File: config.mk
export PLATFORM = sky130hd
export DESIGN_NAME = rg_pacing_calc
export DESIGN_NICKNAME = d
export VERILOG_FILES = /design/src/rtl/rg_pkg.sv /design/src/rtl/rg_serial_div.sv /design/src/rtl/rg_serial_mul.sv /design/src/rtl/rg_pacing_calc.sv
export SDC_FILE = /design/constraint.sdc
export NUM_CORES = 2
export LEC_CHECK = 0
export BUFFER_PORTS_ARGS = -buffer_cell sky130_fd_sc_hd__clkbuf_2
export CAP_MARGIN = 20
export CORE_AREA = 2 2 418 420
export DETAILED_ROUTE_END_ITERATION = 12
export DIE_AREA = 0 0 420 422
export PLACE_DENSITY_LB_ADDON = 0.08
export SYNTH_ARGS = -nofsm -noshare
export SYNTH_HDL_FRONTEND = slang
export SYNTH_HIERARCHICAL = 1
export SYNTH_SLANG_ARGS = --single-unit
File: constraint.sdc
create_clock -name clk -period 14 [get_ports clk]
set_input_delay 2.8 -clock clk [delete_from_list [all_inputs] [get_ports clk]]
set_output_delay 2.8 -clock clk [all_outputs]
set_load 0.005 [all_outputs]
File: src/rtl/rg_pkg.sv
package rg_pkg;

  typedef enum logic [3:0] {
    S_IDLE, S_MIN, S_MAX, S_DSC, S_DSC_W, S_FEC, S_FEC_W, S_QUANT, S_FRAC
  } rg_state_e;

  // Snap a 32-bit fraction onto the 1/(256*lanes) grid.
  function automatic logic [15:0] rg_quant_enum(input logic [31:0] frac,
                                                input logic [7:0]  lanes);
    logic [15:0] grid;
    logic [47:0] prod;
    grid = {lanes, 8'h00};
    prod = 48'(frac) * 48'(grid);
    if (frac == 32'd0) return grid;
    return 16'(prod >> 32);
  endfunction

  // Scale by lanes, split into integer and rounded-up 1/256 fraction.
  function automatic logic [39:0] rg_finish(input logic [31:0] ts_int,
                                            input logic [63:0] frac_fx,
                                            input logic [7:0]  lanes);
    logic [71:0] sym;
    logic [31:0] xi;
    logic [31:0] ynum;
    logic [8:0]  yr;
    sym  = ({8'd0, ts_int, 32'd0} + {8'd0, frac_fx}) * 72'(lanes);
    xi   = 32'(sym >> 32);
    ynum = 32'(sym);
    yr   = {1'b0, ynum[31:24]} + {8'd0, |ynum[23:0]};
    if (yr[8]) return {xi + 32'd1, 8'd0};
    return {xi, yr[7:0]};
  endfunction

endpackage

File: src/rtl/rg_serial_div.sv
module rg_serial_div #(
  parameter int Q_W = 64,
  parameter int D_W = 27
) (
  input  logic           clk,
  input  logic           rst_n,
  input  logic           go,
  input  logic [Q_W-1:0] dividend,
  input  logic [D_W-1:0] divisor,
  output logic           done,
  output logic [Q_W-1:0] quotient
);
  localparam int CNT_W = $clog2(Q_W);

  logic [Q_W-1:0]   dvd;
  logic [D_W-1:0]   dsr;
  logic [D_W-1:0]   rem;
  logic [CNT_W-1:0] cnt;
  logic             run;
  logic [D_W:0]     rem_sh;
  logic             fits;
  logic [D_W:0]     rem_nx;

  always_comb begin
    rem_sh = {rem, dvd[Q_W-1]};
    fits   = rem_sh >= {1'b0, dsr};
    rem_nx = fits ? (rem_sh - {1'b0, dsr}) : rem_sh;
  end

  always_ff @(posedge clk or negedge rst_n) begin
    if (!rst_n) begin
      dvd <= '0; dsr <= '0; rem <= '0; cnt <= '0;
      run <= 1'b0; done <= 1'b0; quotient <= '0;
    end else begin
      done <= 1'b0;
      if (go) begin
        dvd <= dividend; dsr <= divisor; rem <= '0;
        cnt <= '0; quotient <= '0; run <= 1'b1;
      end else if (run) begin
        rem      <= rem_nx[D_W-1:0];
        dvd      <= dvd << 1;
        quotient <= {quotient[Q_W-2:0], fits};
        cnt      <= cnt + 1'b1;
        if (cnt == CNT_W'(Q_W - 1)) begin
          run  <= 1'b0;
          done <= 1'b1;
        end
      end
    end
  end
endmodule

File: src/rtl/rg_serial_mul.sv
module rg_serial_mul #(
  parameter int W    = 64,
  parameter int FRAC = 32
) (
  input  logic         clk,
  input  logic         rst_n,
  input  logic         go,
  input  logic [W-1:0] a,
  input  logic [W-1:0] b,
  output logic         done,
  output logic [W-1:0] prod
);
  localparam int CNT_W = $clog2(W);

  logic [2*W-1:0]   mcand;
  logic [2*W-1:0]   acc;
  logic [W-1:0]     mplier;
  logic [CNT_W-1:0] cnt;
  logic             run;

  assign prod = W'(acc >> FRAC);

  always_ff @(posedge clk or negedge rst_n) begin
    if (!rst_n) begin
      mcand <= '0; acc <= '0; mplier <= '0; cnt <= '0;
      run <= 1'b0; done <= 1'b0;
    end else begin
      done <= 1'b0;
      if (go) begin
        mcand <= {{W{1'b0}}, a}; mplier <= b; acc <= '0;
        cnt <= '0; run <= 1'b1;
      end else if (run) begin
        if (mplier[0]) acc <= acc + mcand;
        mcand  <= mcand << 1;
        mplier <= mplier >> 1;
        cnt    <= cnt + 1'b1;
        if (cnt == CNT_W'(W - 1)) begin
          run  <= 1'b0;
          done <= 1'b1;
        end
      end
    end
  end
endmodule

File: src/rtl/rg_pacing_calc.sv
module rg_pacing_calc
  import rg_pkg::*;
#(
  parameter int PCLK_W  = 20,
  parameter int BPP_W   = 8,
  parameter int PBN_W   = 16,
  parameter int LCLK_W  = 24,
  parameter int LANES_W = 3
) (
  input  logic               clk,
  input  logic               rst_n,
  input  logic               start,
  input  logic [PCLK_W-1:0]  pclk_khz,
  input  logic [BPP_W-1:0]   bpp,
  input  logic               comp_en,
  input  logic [BPP_W-1:0]   comp_bpp,
  input  logic [PBN_W-1:0]   pbn,
  input  logic [LCLK_W-1:0]  link_rate,
  input  logic [LANES_W-1:0] lanes,
  input  logic [63:0]        dsc_ovh,
  input  logic [63:0]        fec_ovh,
  output logic               done,
  output logic               err_div0,
  output logic [31:0]        x_int,
  output logic [7:0]         y_frac,
  output logic [63:0]        raw_target
);
  localparam int FX_W   = 64;
  localparam int DEN_W  = LCLK_W + LANES_W;
  localparam int GRID_W = 8 + LANES_W;
  localparam int DIV_W  = (DEN_W > GRID_W) ? DEN_W : GRID_W;

  rg_state_e state;

  logic [LANES_W-1:0] lanes_q;
  logic [DIV_W-1:0]   den_q;
  logic [PBN_W-1:0]   pbn_q;
  logic [FX_W-1:0]    dsc_q, fec_q;
  logic [FX_W-1:0]    min_fx;
  logic [FX_W-1:0]    acc;

  logic               div_go, div_done;
  logic [FX_W-1:0]    div_dvd, div_q;
  logic [DIV_W-1:0]   div_dsr;
  logic               mul_go, mul_done;
  logic [FX_W-1:0]    mul_b, mul_p;

  // Named internal events for the checker
  logic               busy;
  logic               accept;
  logic               zero_div;

  logic [BPP_W-1:0]   bpp_sel;
  logic [31:0]        min_num, max_num;
  logic [DIV_W-1:0]   den_in, grid;
  logic [FX_W:0]      pair_sum;
  logic [15:0]        ts_enum;
  logic [39:0]        fin;
  logic [7:0]         lanes8;

  assign busy     = (state != S_IDLE);
  assign accept   = start && !busy;
  assign zero_div = (lanes == '0) || (link_rate == '0);
  assign lanes8   = 8'(lanes_q);

  always_comb begin
    bpp_sel  = comp_en ? comp_bpp : bpp;
    min_num  = 32'(pclk_khz) * 32'(bpp_sel) * 32'd8;
    max_num  = 32'(pbn_q) * 32'd54000;
    den_in   = DIV_W'(link_rate) * DIV_W'(lanes);
    grid     = DIV_W'({lanes_q, 8'h00});
    pair_sum = {1'b0, min_fx} + {1'b0, div_q};
    ts_enum  = rg_quant_enum(acc[31:0], lanes8);
    fin      = rg_finish(acc[63:32], div_q, lanes8);
    mul_b    = (state == S_FEC_W) ? fec_q : dsc_q;
  end

  rg_serial_div #(.Q_W(FX_W), .D_W(DIV_W)) u_div (
    .clk(clk), .rst_n(rst_n), .go(div_go), .dividend(div_dvd),
    .divisor(div_dsr), .done(div_done), .quotient(div_q)
  );

  rg_serial_mul #(.W(FX_W), .FRAC(FX_W/2)) u_mul (
    .clk(clk), .rst_n(rst_n), .go(mul_go), .a(acc), .b(mul_b),
    .done(mul_done), .prod(mul_p)
  );

  always_ff @(posedge clk or negedge rst_n) begin
    if (!rst_n) begin
      state <= S_IDLE;
      lanes_q <= '0; den_q <= '0; pbn_q <= '0; dsc_q <= '0; fec_q <= '0;
      min_fx <= '0; acc <= '0;
      div_go <= 1'b0; div_dvd <= '0; div_dsr <= '0; mul_go <= 1'b0;
      done <= 1'b0; err_div0 <= 1'b0;
      x_int <= '0; y_frac <= '0; raw_target <= '0;
    end else begin
      div_go <= 1'b0;
      mul_go <= 1'b0;
      done   <= 1'b0;
      case (state)
        S_IDLE: if (accept) begin
          lanes_q <= lanes; den_q <= den_in; pbn_q <= pbn;
          dsc_q <= dsc_ovh; fec_q <= fec_ovh;
          if (zero_div) begin
            err_div0 <= 1'b1; done <= 1'b1;
            x_int <= '0; y_frac <= '0; raw_target <= '0;
          end else begin
            div_dvd <= {min_num, 32'd0};
            div_dsr <= den_in;
            div_go  <= 1'b1;
            state   <= S_MIN;
          end
        end
        S_MIN: if (div_done) begin
          min_fx  <= div_q;
          div_dvd <= {max_num, 32'd0};
          div_dsr <= den_q;
          div_go  <= 1'b1;
          state   <= S_MAX;
        end
        S_MAX: if (div_done) begin
          acc   <= FX_W'(pair_sum >> 1);
          state <= S_DSC;
        end
        S_DSC: begin
          mul_go <= (dsc_q != '0);
          state  <= (dsc_q != '0) ? S_DSC_W : S_FEC;
        end
        S_DSC_W: if (mul_done) begin
          acc   <= mul_p;
          state <= S_FEC;
        end
        S_FEC: begin
          mul_go <= (fec_q != '0);
          state  <= (fec_q != '0) ? S_FEC_W : S_QUANT;
        end
        S_FEC_W: if (mul_done) begin
          acc   <= mul_p;
          state <= S_QUANT;
        end
        S_QUANT: begin
          div_dvd <= {16'd0, ts_enum, 32'd0};
          div_dsr <= grid;
          div_go  <= 1'b1;
          state   <= S_FRAC;
        end
        S_FRAC: if (div_done) begin
          x_int      <= fin[39:8];
          y_frac     <= fin[7:0];
          raw_target <= acc;
          err_div0   <= 1'b0;
          done       <= 1'b1;
          state      <= S_IDLE;
        end
        default: state <= S_IDLE;
      endcase
    end
  end
endmodule

# Word-level counts from Yosys, hierarchy flattened
# Index checks and enable logic that the tools add are counted.
[totals]
regBits = 1023
elab_cells = 171
[op_classes]
reduce_logical = 25
n_addsub = 8
n_lt_le_gt_ge = 1
eq_ne = 19
multipliers = 5
n_mux = 83
[ops]
columns = ["operator", "n"]
rows = [
  ["$mux W64", 15],
  ["$mux W128", 5],
  ["$pmux W64 S2", 2],
  ["$pmux W64 S3", 1],
  ["$mux W27", 6],
  ["$add A64 B64 Y65", 2],
  ["$add A128 B128 Y128", 1],
  ["$reduce_bool A64 Y1", 2],
  ["$mux W32", 3],
  ["$pmux W27 S3", 1],
  ["$mux W40", 2],
  ["$mul A65 B3 Y64", 1],
  ["$pmux W32 S2", 1],
  ["$pmux W4 S9", 1],
  ["$mul A32 B3 Y35", 1],
  ["$add A32 B1 Y32 const B", 1],
  ["$logic_not A32 Y1", 1],
  ["$mux W16", 2],
  ["$mux W8", 4],
  ["$ge A28 B27 Y1", 1],
  ["$mul A16 B12 Y28 const B", 1],
  ["$mul A20 B8 Y28", 1],
  ["$mux W4", 7],
  ["$mul A24 B3 Y27", 1],
  ["other kinds (30)", 78],
]

# Logic depth before layout (Yosys ltp)
[logic_depth]
ltp_word = 8
mapped_depth = 31
ltp_nobuf = 30

# By module
# The synthesis kept the hierarchy.
[by_module_without_submodules]
columns = ["mod", "n_inst", "cells_each", "area_each_um2", "seq_area_each_um2"]
rows = [
  ["rg_pacing_calc", 1, 5441, 44793.0, 11836.4],
  ["rg_serial_mul", 1, 2124, 17900.9, 6606.3],
  ["rg_serial_div", 1, 987, 9631.7, 4754.6],
]

# Worst setup path after synthesis
# OpenSTA, ideal clock, no wires.
[synth_path]
path_type = "input-to-reg"
start = "input comp_en"
end = "register div_dvd[61]"
n_path_buf = 2
stages = 23
path_slack_ns = 5.642
t_required_ns = 13.918
t_arrival_ns = 8.276
path_cell_list = "clkbuf_1 -> mux2i_1 -> clkbuf_1 -> nor2b_1 -> fa_1 -> fa_1 -> inv_1 -> fa_1 -> fa_1 -> inv_1 -> ha_1 -> inv_1 -> o21ai_0 -> a21oi_1 -> o31ai_1 -> a2111oi_0 -> o31a_1 -> a211o_1 -> a311oi_1 -> o41ai_1 -> mux2i_1 -> nand2_1 -> a31oi_1"
[synth_between]
elab_chain_cells = 5
[synth_lines]
columns = ["element", "line", "source"]
rows = [
  ["start: declaration", "rg_pacing_calc.sv:15", "input logic comp_en,"],
  ["$mux W8", "rg_pacing_calc.sv:67", "bpp_sel = comp_en ? comp_bpp : bpp;"],
  ["$mul A20 B8 Y28", "rg_pacing_calc.sv:68", "min_num = 32'(pclk_khz) * 32'(bpp_sel) * 32'd8;"],
  ["$mux W64", "rg_pacing_calc.sv:104", "if (zero_div) begin"],
  ["$mux W64", "rg_pacing_calc.sv:101", "S_IDLE: if (accept) begin"],
  ["$pmux W64 S3", "rg_pacing_calc.sv:100", "case (state)"],
  ["end signal: assignment", "rg_pacing_calc.sv:108", "div_dvd <= {min_num, 32'd0};"],
  ["end signal: assignment", "rg_pacing_calc.sv:116", "div_dvd <= {max_num, 32'd0};"],
  ["end signal: assignment", "rg_pacing_calc.sv:142", "div_dvd <= {16'd0, ts_enum, 32'd0};"],
  ["end: declaration", "rg_pacing_calc.sv:43", "logic [FX_W-1:0] div_dvd, div_q;"],
]
# Every way passes these cells. The select of a mux whose other input is x is not followed.
# A chain may end at the register's enable or synchronous reset.

# Final worst setup path
# Ends and elaborated chain as after synthesis.

==> metrics.cfg <==
[power_and_ir_drop]
power_leakage_uw = 0.0397
power.density_cell_area_mw_per_mm2 = 94.7
worst_ir_drop_vdd_uv = 92.6

[detailed_routing]
antenna_left = 0
drt-total-wl_um = 222000
via_per_inst = 5.48
wl_met1_um = 104000
routed-wl-met2_um = 105000
initialDrtViolationCount = 4077
dr.max_layer_used = met5
via_count = 60400
remaining_drc_errors = 0
post_drt_wl_per_cell_um = 20.1
wl_met3_um = 7800
drt_first_pass_iters = 6

[critical_path]
critPathMaxStageDelay_ps = 630
cp_common_cell = sky130_fd_sc_hd__fa_1
crit_arrival_ps = 8760
timing.critical_path.required_ps = 14660
slowest_cell_on_the_critical_path = sky130_fd_sc_hd__a2111oi_0
endpoint_kind = register
timing.setup.critical_path_class = primary input to register
worst-r2r-setup-slack_ps = 6260
cp_max_fo = 20
timing.critical_path.cells = clkbuf_2, mux2i_1, buf_4, nor2b_1, fa_1, fa_1, inv_1, fa_1, fa_1, inv_1, ha_1, inv_1, o21ai_0, a21oi_1, o31ai_1, a2111oi_0, o31a_1, a211o_1, a311oi_1, o41ai_1, mux2i_1, nand2_1, a31oi_1
cp_top_family = adder cells
crit_buf_inv = 5
worst_setup_path_start_kind = primary input

[finish]
layout_commonest_cell = sky130_fd_sc_hd__nand2_1
area.growth.synth_to_final_pct = 9.51
ff_latch_area_mm2 = 0.0232
finish.net_count = 9600
multi_input_area_mm2 = 0.0449
final.fill_count = 17300
layout_common_cells = sky130_fd_sc_hd__nand2_1 (1,823), sky130_fd_sc_hd__dfrtp_1 (920), sky130_fd_sc_hd__inv_1 (614)
post_route_cells_drive_above_1_share_pct = 8.63

[cts]
clock_insertion_delay_worst_skew_ps = 770
post_cts_hold_buffer_count = 0
post_cts_resized = 0
cts_max_path_buffers = 3
numClockSinks = 927
h_tree_depth = 3
postCtsSetupBuffers = 0
cts_made_buffers = 109
cts_root_buffer = sky130_fd_sc_hd__clkbuf_16
cts_clk_pin_slew_worst_paths_ps = 60
tritoncts = built

[yosys]
synth_enable_flop_cells = 0
synth.lib_cells_used.distinct = 113
avgSynthCellArea_um2 = 8.46
synth_largest_type_area_fraction_pct = 32.1
synth.yosys.seq_area_share_pct = 32.1
netlist_area_mm2 = 0.0723
synthCells = 8552
synthTopCellsByArea = sky130_fd_sc_hd__dfrtp_1 (32%), sky130_fd_sc_hd__nand2_1 (9.5%), sky130_fd_sc_hd__ha_1 (8.5%)
synth_top_cell_by_area = sky130_fd_sc_hd__dfrtp_1
postSynthRegisterBits = 927
yosys_most_used_dff = sky130_fd_sc_hd__dfrtp_1
yosysWarnings = 6
ys_async_sr_fraction_pct = 100

[placement]
gpl.final_weighted_congestion = 0.921
detailedPlacementHpwl_um = 167000
portBuffers = 316

[timing]
setup_repair_after_global_routing_missed_its_margin = false
max_slew.worst_pin.slew_ps = 1120
period_share_pct = 57.9
setup_viol = 0
final.setup_skew_ps = 44.8
final_max_slew_viol_count = 0
max_freq_ghz = 0.123
hold_ws_ps = 479
period_needed_ps = 8100
finalHoldViolations = 0
relSlewSlack_pct = 24.5
fin_tns_setup_ps = 0

[floorplan]
placement_rows = 153
initial_core_util_pct = 41.8
dieHeight_um = 422
num_io_pins = 317
dieArea_mm2 = 0.177
die_width_um = 420
design.core.area_mm2 = 0.173

[grt]
grt_first_pass_wirelength_um = 353000
grt.total_usage_pct = 25.0
first_global_vias = 60100
antenna_found_initial = 16
grt_overflow_total = 0
grt_start_max_net_pins = 234

[worst_hold_path]
worst_min_delay_path_class = register to register

[run_status]
outcome = complete, no violations

[job]
drv_cap = 0

## worst reg2reg max path, stage by stage (launching register included)
cell and delay, ps:
sky130_fd_sc_hd__dfrtp_4 760, sky130_fd_sc_hd__buf_4 630, sky130_fd_sc_hd__nand2_1 350, sky130_fd_sc_hd__fa_1 520, sky130_fd_sc_hd__inv_1 70, sky130_fd_sc_hd__ha_1 180, sky130_fd_sc_hd__inv_1 60, sky130_fd_sc_hd__fa_1 380
sky130_fd_sc_hd__nor2b_1 200, sky130_fd_sc_hd__a21oi_1 100, sky130_fd_sc_hd__nor3_1 150, sky130_fd_sc_hd__a21oi_1 60, sky130_fd_sc_hd__or4_1 490, sky130_fd_sc_hd__nor4_1 610, sky130_fd_sc_hd__nand4_1 180, sky130_fd_sc_hd__nor4_1 280
sky130_fd_sc_hd__or4b_2 650, sky130_fd_sc_hd__ha_1 260, sky130_fd_sc_hd__ha_1 230, sky130_fd_sc_hd__nand2b_1 80, sky130_fd_sc_hd__mux2_4 160, sky130_fd_sc_hd__nand4b_4 150, sky130_fd_sc_hd__nor3_4 80, sky130_fd_sc_hd__and3_1 290
sky130_fd_sc_hd__nand4_2 230, sky130_fd_sc_hd__nor4_2 70, sky130_fd_sc_hd__and3_1 190, sky130_fd_sc_hd__a211o_1 220
## routing by layer
metal  GRT usage (%)  vias to the layer above
met5               0                        -
met4            6.02                       10
met3            2.87                      266
met2            41.3                     1087
met1            35.0                    29800
li1                -                    29200
## flip-flops by register name (all words and copies together) (netlist names), 64 cells and up
name / cells
u_mul/acc: 96
u_mul/mcand: 96
acc: 64
dsc_q: 64
fec_q: 64
min_fx: 64
raw_target: 64
u_div/dvd: 64
u_div/quotient: 64
u_mul/mplier: 64
## cells in the mapped netlist (all sizes together) (37+ instances only)
| library cell | count |
|---|---|
| nor2 | 496 |
| mux2 | 86 |
| and3 | 56 |
| buf | 153 |
| clkbuf | 333 |
| o21bai | 64 |
| xor2 | 126 |
| nand3 | 125 |
| fa | 302 |
| xnor2 | 197 |
| o21a | 50 |
| and2 | 64 |
| a211oi | 50 |
| nand4 | 109 |
| nor4 | 69 |
| nor3 | 94 |
| inv | 615 |
| o21ai | 580 |
| a31oi | 50 |
| nand2b | 62 |
| dfrtp | 927 |
| nor2b | 102 |
| a21o | 162 |
| nand2 | 1827 |
| a221oi | 37 |
| o31ai | 38 |
| mux2i | 308 |
| a21oi | 541 |
| ha | 494 |
| a22o | 81 |
## power breakdown
part	internal (µW)	total (µW)	switching, µW
clock network	1690	2950	1260
logic	732	1750	1020
registers	2740	2800	59.9
## per-stage QoR
step | instance area, µm² | setup WS, ps | utilization [%] | power [µW] | instances
2_1_floorplan | 72400 | 5640 | - | 4150 | 8583
5_1_grt | 79200 | 5510 | 45.8 | 7930 | 11000
3_5_place_dp | 75400 | 5170 | 43.6 | 4600 | 10800
3_3_place_gp | 75400 | 5160 | 43.6 | 4590 | 10800
6_report | 79200 | 5900 | 45.8 | 7500 | 11000
4_1_cts | 79100 | 5970 | 45.8 | 7590 | 11000
## logic make-up after synthesis
family	count (synthesis)	synth area share [%]
xor gates and xnor gates	323	3.91
AOI/OAI and AO/OA	1894	16.4
buffers and inverters	1101	6.15
other	1	0.00518
and+or+nand+nor	3116	18.9
adders and majority gates	796	16.9
muxes	394	5.61
DFF	927	32.1
## cell type report
class	count	area share (%)
well taps	2325	3.67
diodes	7	0.0221
inverters	615	2.91
repair buffers	385	2.75
flip-flops and latches	927	29.3
clock buffers	150	3.92
clock inverters	47	0.755
multi-input cells	6555	56.6
## worst paths after layout
kind / startpoint / endpoint / cells after the start
worst min-delay path: div_dvd[57] / div_dvd[57] / 2
worst max-delay path: comp_en / div_dvd[61] / 23
min in group asynchronous: rst_n / u_mul/acc[2] / 1
worst min register to register: div_dvd[57] / div_dvd[57] / 2
worst max register to register: lanes_q[2] / x_int[30] / 27
max in group asynchronous: rst_n / div_dvd[43] / 4
Note: power is estimated with default switching activity, not from simulation.
